==> src/rtl/vtg_pkg.sv <==
// Package: shared widths, register word indices, config bit positions and
// the decoded timing configuration handed from the register file.
package vtg_pkg;
    localparam int REG_AW  = 5;
    localparam int DATA_W  = 32;
    localparam int HPOS_W  = 16;
    localparam int VPOS_W  = 32;
    localparam int LCNT_W  = 16;
    localparam int NUM_RW  = 16;
    localparam int RW_IW   = $clog2(NUM_RW);

    // Register word indices
    localparam int A_ENABLE   = 0;
    localparam int A_CONFIG   = 1;
    localparam int A_LINE_CTL = 2;
    localparam int A_FRM_LEN  = 3;
    localparam int A_VS_LEN   = 4;
    localparam int A_DISP_H   = 5;
    localparam int A_DISP_V0  = 6;
    localparam int A_DISP_V1  = 7;
    localparam int A_ACT_H    = 8;
    localparam int A_ACT_V0   = 9;
    localparam int A_ACT_V1   = 10;
    localparam int A_BORDER   = 11;
    localparam int A_UFL_CLR  = 12;
    localparam int A_POLARITY = 13;
    localparam int A_CNT_EN   = 14;
    localparam int A_FETCH    = 15;
    localparam int A_FRM_CNT  = 16;
    localparam int A_LINE_CNT = 17;
    localparam int A_STATUS   = 18;

    // Config register bit positions
    localparam int CFG_HACT_BIT  = 29;
    localparam int CFG_VACT_BIT  = 30;
    localparam int CFG_FETCH_BIT = 31;

    typedef struct packed {
        logic              en;
        logic              hact_en;
        logic              vact_en;
        logic              fetch_en;
        logic [2:0]        pol;
        logic [1:0]        cnt_en;
        logic [HPOS_W-1:0] h_period;
        logic [HPOS_W-1:0] hsync_w;
        logic [HPOS_W-1:0] dh_first;
        logic [HPOS_W-1:0] dh_last;
        logic [HPOS_W-1:0] ah_first;
        logic [HPOS_W-1:0] ah_last;
        logic [VPOS_W-1:0] frame_len;
        logic [VPOS_W-1:0] vsync_len;
        logic [VPOS_W-1:0] dv_first;
        logic [VPOS_W-1:0] dv_last;
        logic [VPOS_W-1:0] av_first;
        logic [VPOS_W-1:0] av_last;
        logic [VPOS_W-1:0] fetch_pos;
    } vtg_cfg_t;
endpackage

==> src/rtl/vtg_regs.sv <==
// Register file: sixteen read/write words, the read-only counters and the
// sticky underflow flag. Reads are combinational. It assumes one write per
// cycle. An underflow event in the same cycle as a clearing write wins.
module vtg_regs
    import vtg_pkg::*;
#(
    parameter int PIX_W = 24
) (
    input  logic              clk,
    input  logic              rst_n,
    input  logic              wr_en,
    input  logic [REG_AW-1:0] wr_addr,
    input  logic [DATA_W-1:0] wr_data,
    input  logic [REG_AW-1:0] rd_addr,
    output logic [DATA_W-1:0] rd_data,
    input  logic [VPOS_W-1:0] frame_cnt,
    input  logic [LCNT_W-1:0] line_cnt,
    input  logic              uflow_evt,
    output vtg_cfg_t          cfg,
    output logic [PIX_W-1:0]  border_colour,
    output logic [PIX_W-1:0]  uflow_colour,
    output logic              uflow_flag
);
    logic [DATA_W-1:0] rw_q [NUM_RW];

    // Store software writes into the read/write words
    always_ff @(posedge clk) begin
        for (int i = 0; i < NUM_RW; i++) begin
            if (!rst_n)
                rw_q[i] <= '0;
            else if (wr_en && wr_addr == REG_AW'(i))
                rw_q[i] <= wr_data;
        end
    end

    // Sticky underflow flag, cleared by writing 1 to status bit 0
    always_ff @(posedge clk) begin
        if (!rst_n)
            uflow_flag <= 1'b0;
        else if (uflow_evt)
            uflow_flag <= 1'b1;
        else if (wr_en && wr_addr == REG_AW'(A_STATUS) && wr_data[0])
            uflow_flag <= 1'b0;
    end

    // Unpack the words into the timing configuration
    always_comb begin
        cfg.en        = rw_q[A_ENABLE][0];
        cfg.hact_en   = rw_q[A_CONFIG][CFG_HACT_BIT];
        cfg.vact_en   = rw_q[A_CONFIG][CFG_VACT_BIT];
        cfg.fetch_en  = rw_q[A_CONFIG][CFG_FETCH_BIT];
        cfg.pol       = rw_q[A_POLARITY][2:0];
        cfg.cnt_en    = rw_q[A_CNT_EN][1:0];
        cfg.h_period  = rw_q[A_LINE_CTL][31:16];
        cfg.hsync_w   = rw_q[A_LINE_CTL][15:0];
        cfg.dh_last   = rw_q[A_DISP_H][31:16];
        cfg.dh_first  = rw_q[A_DISP_H][15:0];
        cfg.ah_last   = rw_q[A_ACT_H][31:16];
        cfg.ah_first  = rw_q[A_ACT_H][15:0];
        cfg.frame_len = rw_q[A_FRM_LEN];
        cfg.vsync_len = rw_q[A_VS_LEN];
        cfg.dv_first  = rw_q[A_DISP_V0];
        cfg.dv_last   = rw_q[A_DISP_V1];
        cfg.av_first  = rw_q[A_ACT_V0];
        cfg.av_last   = rw_q[A_ACT_V1];
        cfg.fetch_pos = rw_q[A_FETCH];
        border_colour = rw_q[A_BORDER][PIX_W-1:0];
        uflow_colour  = rw_q[A_UFL_CLR][PIX_W-1:0];
    end

    // Read multiplexer over read/write words and read-only state
    always_comb begin
        if (rd_addr < REG_AW'(NUM_RW))
            rd_data = rw_q[rd_addr[RW_IW-1:0]];
        else if (rd_addr == REG_AW'(A_FRM_CNT))
            rd_data = frame_cnt;
        else if (rd_addr == REG_AW'(A_LINE_CNT))
            rd_data = DATA_W'(line_cnt);
        else if (rd_addr == REG_AW'(A_STATUS))
            rd_data = DATA_W'(uflow_flag);
        else
            rd_data = '0;
    end
endmodule

==> src/rtl/vtg_counter.sv <==
// Position counters: frame position in pixel clocks, position in the line,
// and the enabled line and frame counters. All are held at zero while the
// engine is stopped. It assumes nonzero periods that do not change while
// it runs.
module vtg_counter
    import vtg_pkg::*;
(
    input  logic              clk,
    input  logic              rst_n,
    input  logic              en,
    input  logic [HPOS_W-1:0] h_period,
    input  logic [VPOS_W-1:0] frame_len,
    input  logic [1:0]        cnt_en,
    output logic [VPOS_W-1:0] pos,
    output logic [HPOS_W-1:0] hpos,
    output logic [LCNT_W-1:0] line_cnt,
    output logic [VPOS_W-1:0] frame_cnt
);
    logic frame_end;
    logic line_end;

    assign frame_end = (pos >= frame_len - VPOS_W'(1));
    assign line_end  = (hpos >= h_period - HPOS_W'(1));

    // Advance positions, wrap at line and frame ends, clear when stopped
    always_ff @(posedge clk) begin
        if (!rst_n || !en) begin
            pos       <= '0;
            hpos      <= '0;
            line_cnt  <= '0;
            frame_cnt <= '0;
        end else if (frame_end) begin
            pos      <= '0;
            hpos     <= '0;
            line_cnt <= '0;
            if (cnt_en[0])
                frame_cnt <= frame_cnt + VPOS_W'(1);
        end else begin
            pos  <= pos + VPOS_W'(1);
            hpos <= line_end ? '0 : hpos + HPOS_W'(1);
            if (line_end && cnt_en[1])
                line_cnt <= line_cnt + LCNT_W'(1);
        end
    end
endmodule

==> src/rtl/vtg_decode.sv <==
// Window decode and pixel selection for the current position. It is purely
// combinational. The top module registers its result. It assumes that the
// source answers in_ready within the same cycle.
module vtg_decode
    import vtg_pkg::*;
#(
    parameter int PIX_W = 24
) (
    input  vtg_cfg_t          cfg,
    input  logic [VPOS_W-1:0] pos,
    input  logic [HPOS_W-1:0] hpos,
    input  logic [PIX_W-1:0]  border_colour,
    input  logic [PIX_W-1:0]  uflow_colour,
    input  logic              in_valid,
    input  logic [PIX_W-1:0]  in_data,
    output logic              in_ready,
    output logic              uflow_evt,
    output logic              nxt_hs,
    output logic              nxt_vs,
    output logic              nxt_de,
    output logic              nxt_fetch,
    output logic [PIX_W-1:0]  nxt_pix
);
    logic in_disp_h, in_disp_v, in_act_h, in_act_v, disp, act;

    // Window membership for the current position
    always_comb begin
        in_disp_h = (hpos >= cfg.dh_first) && (hpos <= cfg.dh_last);
        in_disp_v = (pos >= cfg.dv_first) && (pos <= cfg.dv_last);
        in_act_h  = !cfg.hact_en || ((hpos >= cfg.ah_first) && (hpos <= cfg.ah_last));
        in_act_v  = !cfg.vact_en || ((pos >= cfg.av_first) && (pos <= cfg.av_last));
        disp      = cfg.en && in_disp_h && in_disp_v;
        act       = disp && in_act_h && in_act_v;
    end

    // Sync, request and pixel selection
    always_comb begin
        in_ready  = act;
        uflow_evt = act && !in_valid;
        nxt_hs    = cfg.en && (hpos < cfg.hsync_w);
        nxt_vs    = cfg.en && (pos < cfg.vsync_len);
        nxt_de    = disp;
        nxt_fetch = cfg.en && cfg.fetch_en && (pos == cfg.fetch_pos);
        if (!disp)
            nxt_pix = '0;
        else if (!act)
            nxt_pix = border_colour;
        else if (in_valid)
            nxt_pix = in_data;
        else
            nxt_pix = uflow_colour;
    end
endmodule

==> src/rtl/video_timing_gen.sv <==
// Top: register file, position counters, window decode and one output
// register stage. Outputs show each frame position one clock after the
// position is held. Polarity is applied at the output register, so the
// idle levels follow it.
module video_timing_gen
    import vtg_pkg::*;
#(
    parameter int PIX_W = 24
) (
    input  logic              clk,
    input  logic              rst_n,
    input  logic              wr_en,
    input  logic [REG_AW-1:0] wr_addr,
    input  logic [DATA_W-1:0] wr_data,
    input  logic [REG_AW-1:0] rd_addr,
    output logic [DATA_W-1:0] rd_data,
    input  logic              in_valid,
    input  logic [PIX_W-1:0]  in_data,
    output logic              in_ready,
    output logic [PIX_W-1:0]  pix_data,
    output logic              hsync,
    output logic              vsync,
    output logic              de,
    output logic              fetch_pulse
);
    vtg_cfg_t          cfg;
    logic              eng_en;
    logic [PIX_W-1:0]  border_colour, uflow_colour;
    logic              uflow_evt, uflow_flag;
    logic [VPOS_W-1:0] pos, frame_cnt;
    logic [HPOS_W-1:0] hpos;
    logic [LCNT_W-1:0] line_cnt;
    logic              nxt_hs, nxt_vs, nxt_de, nxt_fetch;
    logic [PIX_W-1:0]  nxt_pix;

    assign eng_en = cfg.en;

    vtg_regs #(.PIX_W(PIX_W)) u_regs (
        .clk(clk), .rst_n(rst_n), .wr_en(wr_en), .wr_addr(wr_addr),
        .wr_data(wr_data), .rd_addr(rd_addr), .rd_data(rd_data),
        .frame_cnt(frame_cnt), .line_cnt(line_cnt), .uflow_evt(uflow_evt),
        .cfg(cfg), .border_colour(border_colour), .uflow_colour(uflow_colour),
        .uflow_flag(uflow_flag)
    );

    vtg_counter u_cnt (
        .clk(clk), .rst_n(rst_n), .en(eng_en), .h_period(cfg.h_period),
        .frame_len(cfg.frame_len), .cnt_en(cfg.cnt_en), .pos(pos),
        .hpos(hpos), .line_cnt(line_cnt), .frame_cnt(frame_cnt)
    );

    vtg_decode #(.PIX_W(PIX_W)) u_dec (
        .cfg(cfg), .pos(pos), .hpos(hpos), .border_colour(border_colour),
        .uflow_colour(uflow_colour), .in_valid(in_valid), .in_data(in_data),
        .in_ready(in_ready), .uflow_evt(uflow_evt), .nxt_hs(nxt_hs),
        .nxt_vs(nxt_vs), .nxt_de(nxt_de), .nxt_fetch(nxt_fetch),
        .nxt_pix(nxt_pix)
    );

    // Output register with polarity applied
    always_ff @(posedge clk) begin
        if (!rst_n) begin
            hsync       <= 1'b0;
            vsync       <= 1'b0;
            de          <= 1'b0;
            fetch_pulse <= 1'b0;
            pix_data    <= '0;
        end else begin
            hsync       <= nxt_hs ^ cfg.pol[0];
            vsync       <= nxt_vs ^ cfg.pol[1];
            de          <= nxt_de ^ cfg.pol[2];
            fetch_pulse <= nxt_fetch;
            pix_data    <= nxt_pix;
        end
    end
endmodule

==> config.mk <==
export PLATFORM = sky130hd
export DESIGN_NAME = video_timing_gen
export DESIGN_NICKNAME = d
export VERILOG_FILES = /design/src/rtl/vtg_pkg.sv /design/src/rtl/vtg_regs.sv /design/src/rtl/vtg_counter.sv /design/src/rtl/vtg_decode.sv /design/src/rtl/video_timing_gen.sv
export SDC_FILE = /design/constraint.sdc
export NUM_CORES = 2
export LEC_CHECK = 0
export BUFFER_PORTS_ARGS = -buffer_cell sky130_fd_sc_hd__buf_2
export CORE_ASPECT_RATIO = 0.75
export CORE_MARGIN = 1.5
export CORE_UTILIZATION = 30
export CTS_CLUSTER_DIAMETER = 40
export DETAILED_ROUTE_END_ITERATION = 7
export GPL_TIMING_DRIVEN = 0
export HOLD_SLACK_MARGIN = 0.05
export PLACE_DENSITY = 0.44
export SYNTH_ARGS = -nofsm -noshare
export SYNTH_HDL_FRONTEND = slang
export SYNTH_SLANG_ARGS = --single-unit
==> constraint.sdc <==
create_clock -name clk -period 4.8 [get_ports clk]
set_input_delay 0.72 -clock clk [delete_from_list [all_inputs] [get_ports clk]]
set_output_delay 0.72 -clock clk [all_outputs]
set_load 0.01 [all_outputs]
# ---- Word level (Yosys, flattened, before mapping)
# Memories as Yosys holds them, arrays and structs flattened.
# Cells that the tools add are included.
dict set report classes {
  n_addsub 6
  magnitude_cmp 13
  eq_ne 20
  muxes 73
  bitwise_logic 19
  reduce_logical 46
}
# cell count
set ops {}
lappend ops {{$mux W32} 19}
lappend ops {{$ge A32 B32 Y1} 3}
lappend ops {{$add A32 B1 Y32 const B} 2}
lappend ops {{$le A32 B32 Y1} 2}
lappend ops {{$mux W1} 52}
lappend ops {{$ge A16 B16 Y1} 3}
lappend ops {{$mux W24} 2}
lappend ops {{$eq A5 B4 Y1 const B} 8}
lappend ops {{$add A16 B1 Y16 const B} 2}
lappend ops {{$eq A32 B32 Y1} 1}
lappend ops {{$le A16 B16 Y1} 2}
lappend ops {{$logic_and A1 B1 Y1} 32}
lappend ops {{$lt A32 B32 Y1} 1}
lappend ops {{$sub A32 B1 Y32 const B} 1}
lappend ops {{$eq A5 B3 Y1 const B} 4}
lappend ops {{$eq A5 B5 Y1 const B} 4}
lappend ops {{$lt A16 B16 Y1} 1}
lappend ops {{$or A1 B1 Y1} 16}
lappend ops {{$sub A16 B1 Y16 const B} 1}
lappend ops {{$eq A5 B2 Y1 const B} 2}
lappend ops {{$eq A5 B1 Y1 const B} 1}
lappend ops {{$logic_not A1 Y1} 5}
lappend ops {{$logic_not A5 Y1} 1}
lappend ops {{$lt A5 B5 Y1 const B} 1}
lappend ops {{6 further kinds} 11}
dict set report totals {
  regBits 125
  mem_bits_rw 512
  input_bits 70
  out_inout_bits 61
  elab_cells 188
  n_memories 1
}
# name depth width rd rd_ports_with_merged_regs wr line
set memory_table {}
lappend memory_table {u_regs.rw_q 16 32 17 0 16 vtg_regs.sv:24} ;# logic [DATA_W-1:0] rw_q [NUM_RW];

# ---- Longest topological paths before layout
# An unclocked memory read counts as a cell.
dict set report depth {
  ltp_word 9
  ltp_mapped 18
  depth_no_buf 15
}

# ---- Cells and area by module
# From an unflattened synthesis, not the netlist that was laid out.
dict set report hier_totals {
  hier_cells 3542
  area_unflattened_um2 38433.1
}
# module instances cells_per_inst area_per_inst_um2 seq_area_each_um2
set modules_own_cells {}
lappend modules_own_cells {vtg_regs 1 1751 24319.6 15394.8}
lappend modules_own_cells {vtg_decode 1 989 7288.2 0.0}
lappend modules_own_cells {vtg_counter 1 741 6013.3 1921.8}
lappend modules_own_cells {video_timing_gen 1 61 812.0 560.5}

# ---- Worst setup path after synthesis
# OpenSTA, ideal clock, no wires.
dict set report synth_path {
  path_type {flip-flop to flip-flop}
  startpoint {memory u_regs.rw_q[3][5]}
  endpoint {register u_cnt.line_cnt[0]}
  setup_ps 65
  arrival_ps 4032
  required_ps 4735
  path_slack_ps 703
  path_stages_with_launch 18
  n_path_buf 3
  period_less_slack_ps 4097
  path_cell_list {edfxtp_1 -> or4_1 -> nor2_1 -> nand4_1 -> or3_1 -> nor3_1 -> xnor2_1 -> ha_1 -> a211o_1 -> a31oi_1 -> o21bai_1 -> a221oi_1 -> o21a_1 -> clkbuf_1 -> nand2_1 -> clkbuf_1 -> buf_1 -> nor2_1}
}
# element line
set synth_rtl {}
lappend synth_rtl {{from (decl)} vtg_regs.sv:24}
lappend synth_rtl {{to (signal assigned)} vtg_counter.sv:42} ;# line_cnt <= line_cnt + LCNT_W'(1);
lappend synth_rtl {{to (decl)} vtg_counter.sv:16} ;# output logic [LCNT_W-1:0] line_cnt,

# ---- Worst setup path after layout
dict set report layout_path {
  startpoint {input rd_addr[1]}
  endpoint {output rd_data[21]}
}
dict set report layout_between {
  elab_chain_len 3
  word_cells_on_any_way 5
  cone_classes {1 x order compare; 1 x eq/ne; 2 x mux; 1 x memory}
}
# element line
set layout_rtl {}
lappend layout_rtl {{from (decl)} video_timing_gen.sv:15} ;# input logic [REG_AW-1:0] rd_addr,
lappend layout_rtl {{branches (longest 2 deep; another with $mem_v2 Z16 W32)} -}
lappend layout_rtl {{$mux W32 *} vtg_regs.sv:73} ;# if (rd_addr < REG_AW'(NUM_RW))
lappend layout_rtl {{to (decl)} video_timing_gen.sv:16} ;# output logic [DATA_W-1:0] rd_data,
# Every way passes the cells marked *.

==> out/results.ini <==
[detailed_routing]
wl_per_cell_um=29.59
drt-total-wl_mm=153.6
antenna_left=0
vias=27510
drt_first_pass_iters=5
drc_errors=0
drt_iter0_markers=3266
via_per_inst=5.300

[setup_path]
cp_slowest_cell=buf_1
worstPathMaxFanout=10
critPathRequiredTime_ns=4.08
crit_type=in -> out
max_stage_delay_ns=0.65
start_kind=input pin
cpMostUsedCell=mux4_2
end_kind=output port
cp_data_arrival_time_ns=3.99
crit_buf_inv=4
worstPathCellList=clkbuf_1 -> clkbuf_4 -> buf_1 -> mux4_2 -> mux4_2 -> a22o_1 -> buf_2
cp_top_family=buffers and inverters

[flow_run]
cap_violations=0

[timing]
finalSetupViolCount=0
worst_pin_slew_ns=1.328
rsz0062_at_grt=false
fin_ws_ns=0.09002
maxSlewViolCount=0
fin_setup_tns_ns=0
fmax_mhz=212.3
max_slew_margin_pct=11.13
hold_slack_ns=0.3490
final_hold_viol_count=0
post-route-period-util_pct=98.12
fin_crit_ns=4.710
clock_skew_ns=0.04764

[clock_tree]
ctsRootBufferMaster=clkbuf_16
cts-hold-fix-buffers=0
cts_sinks=637
cts_tree=done
numCtsBuffers=109
clock_path_buffers=3
clock_latency_ns=0.74
htreeDepth=3
clkSlewWorstSetupHoldPaths_ns=0.05

[logic_synthesis]
yosysSeqAreaShare_pct=48.08
synth-edff-count=512
netlist.area_leader.share_pct=41.35
synth-seq-cells=637
synth_fa_ha_area_share_pct=9.825
synth_cells=3168
synth_cell_types=65
synthMuxAreaShare_pct=10.82
synth_most_common_cell=and2_1
synth_top_family_by_area=simple AND/OR/NAND/NOR gates
synth_commonest_cells=and2_1 (524), edfxtp_1 (512), ha_1 (292)
synth_compound_area_share_pct=6.948
synth-simple-area-share_pct=16.92
synth_area_um2=37180
ys_async_sr_fraction_pct=0
syn-num-nets=3530
synthXorXnorAreaFrac_pct=3.086
yosys.area.top_type=edfxtp_1
avgSynthCellArea_um2=11.74
synth_warnings=0
synth_area_leaders=edfxtp_1 (41%), ha_1 (9.8%), mux4_2 (9.7%)
ys.flop_type=edfxtp_1

[placement]
hpwl_mm=119.1
pre_cts_ws_ns=-1.116
gp_congestion=0.8993
io_buffers=125
placed_cell_area_um2=40550

[grt]
grt_pass1_vias=26100
antenna_found_initial=25
grt_pass1_wl_mm=209.5
grt_overflow=0
grt_use_total_pct=24.11
grt_max_degree=25

[die]
core_um2=122600
die_w_um=409.5
fp.dieH_um=307.9
io_pins=131
dieArea_um2=126100
start_util_pct=30.32
core.rowCount=111

[cells_and_area]
drive_above_1_share_pct=19.40
area_growth_pct=21.14
fin_area_um2=45050
nFillCells=11920
final_net_count=3807

[run_status]
status=complete, no violations

[min_path]
holdCritPathClass=in -> reg

[power]
p_leak_nw=17.82
cellPowerDensity_nw_per_um2=358.6
vdd_drop_max_v=0.0003180

[sequential cells by signal, indices dropped and copies added (netlist names), 16 cells and up]
signal           flops
pix_data            24
u_cnt.frame_cnt     32
u_cnt.hpos          16
u_cnt.line_cnt      16
u_cnt.pos           32
u_regs.rw_q        512
[worst min-delay path, stage by stage]
cell,delay [ns]
buf_2,0.09
mux2i_1,0.12
a211oi_1,0.08
[timing repair]
action                     4_1_cts  5_1_grt
resized for setup              134       47
pin swaps                        9       12
buffers inserted                13        8
cloned                           0        0
setup endpoints to repair      128      123
[stage by stage]
step	power, mW	std cells	utilization, %
after floorplan	7.179	3168	-
after global placement	7.960	4931	32.50
after detailed placement	7.989	4953	33.07
after CTS	16.22	5173	36.58
after global routing	16.56	5179	36.71
final	16.15	5191	36.73
[final timing paths]
check / startpoint / end / slack [ns] / cells past startpoint
hold reg to reg: u_cnt.frame_cnt[18]$_SDFFE_PP0P_ / u_cnt.frame_cnt[18]$_SDFFE_PP0P_ / 0.50 / 2
setup / recovery: rd_addr[1] / rd_data[21] / 0.09 / 7
hold / removal: in_data[19] / pix_data[19]$_SDFF_PN0_ / 0.35 / 3
setup reg to reg: u_regs.rw_q[3][5]$_SDFFCE_PN0P_ / u_cnt.frame_cnt[24]$_SDFFE_PP0P_ / 0.10 / 15
[cells in the final DEF, fill, tap and decap left out, drive strengths merged, types with 92 or more instances in the layout]
cell type and n:
nor2 147, nand2 115, mux4 160, clkbuf 265
and2 525, inv 260, edfxtp 512, buf 191
ha 292, dfxtp 125, a21oi 92
[power breakdown]
part	leakage, nW	switching (mW)	internal, mW
clock	1.85	3.14	5.08
sequential	5.92	0.204	6.21
combinational	10.1	0.979	0.541
[cell type report]
| class | instances | area [µm²] | share of cell area (%) |
|---|---|---|---|
| multi-input cells | 2117 | 18110 | 40.20 |
| flip-flops and latches | 637 | 18000 | 39.96 |
| clock buffers | 130 | 2983 | 6.622 |
| well taps | 1638 | 2049 | 4.550 |
| repair buffers | 168 | 1282 | 2.847 |
| inverters | 246 | 930.9 | 2.066 |
| clock inverters | 77 | 864.6 | 1.919 |
| plain buffers | 166 | 793.3 | 1.761 |
| diodes | 12 | 30.03 | 0.06666 |
[metal layers]
| layer | routed length, µm | vias up | track usage, % |
|---|---|---|---|
| li1 | - | 12200 | - |
| met1 | 75890 | 13970 | 37.93 |
| met2 | 59130 | 1161 | 31.98 |
| met3 | 15700 | 176 | 6.891 |
| met4 | 2820 | 6 | 4.780 |
| met5 | 44 | - | 0 |
[kinds of logic after synthesis]
group	count (synthesis)
AOI/OAI and AO/OA	378
DFF	637
adders and majority gates	292
muxes	202
buffers and inverters	414
xor gates and xnor gates	131
and+or+nand+nor	1114
Power figures use the tool's default switching activity.
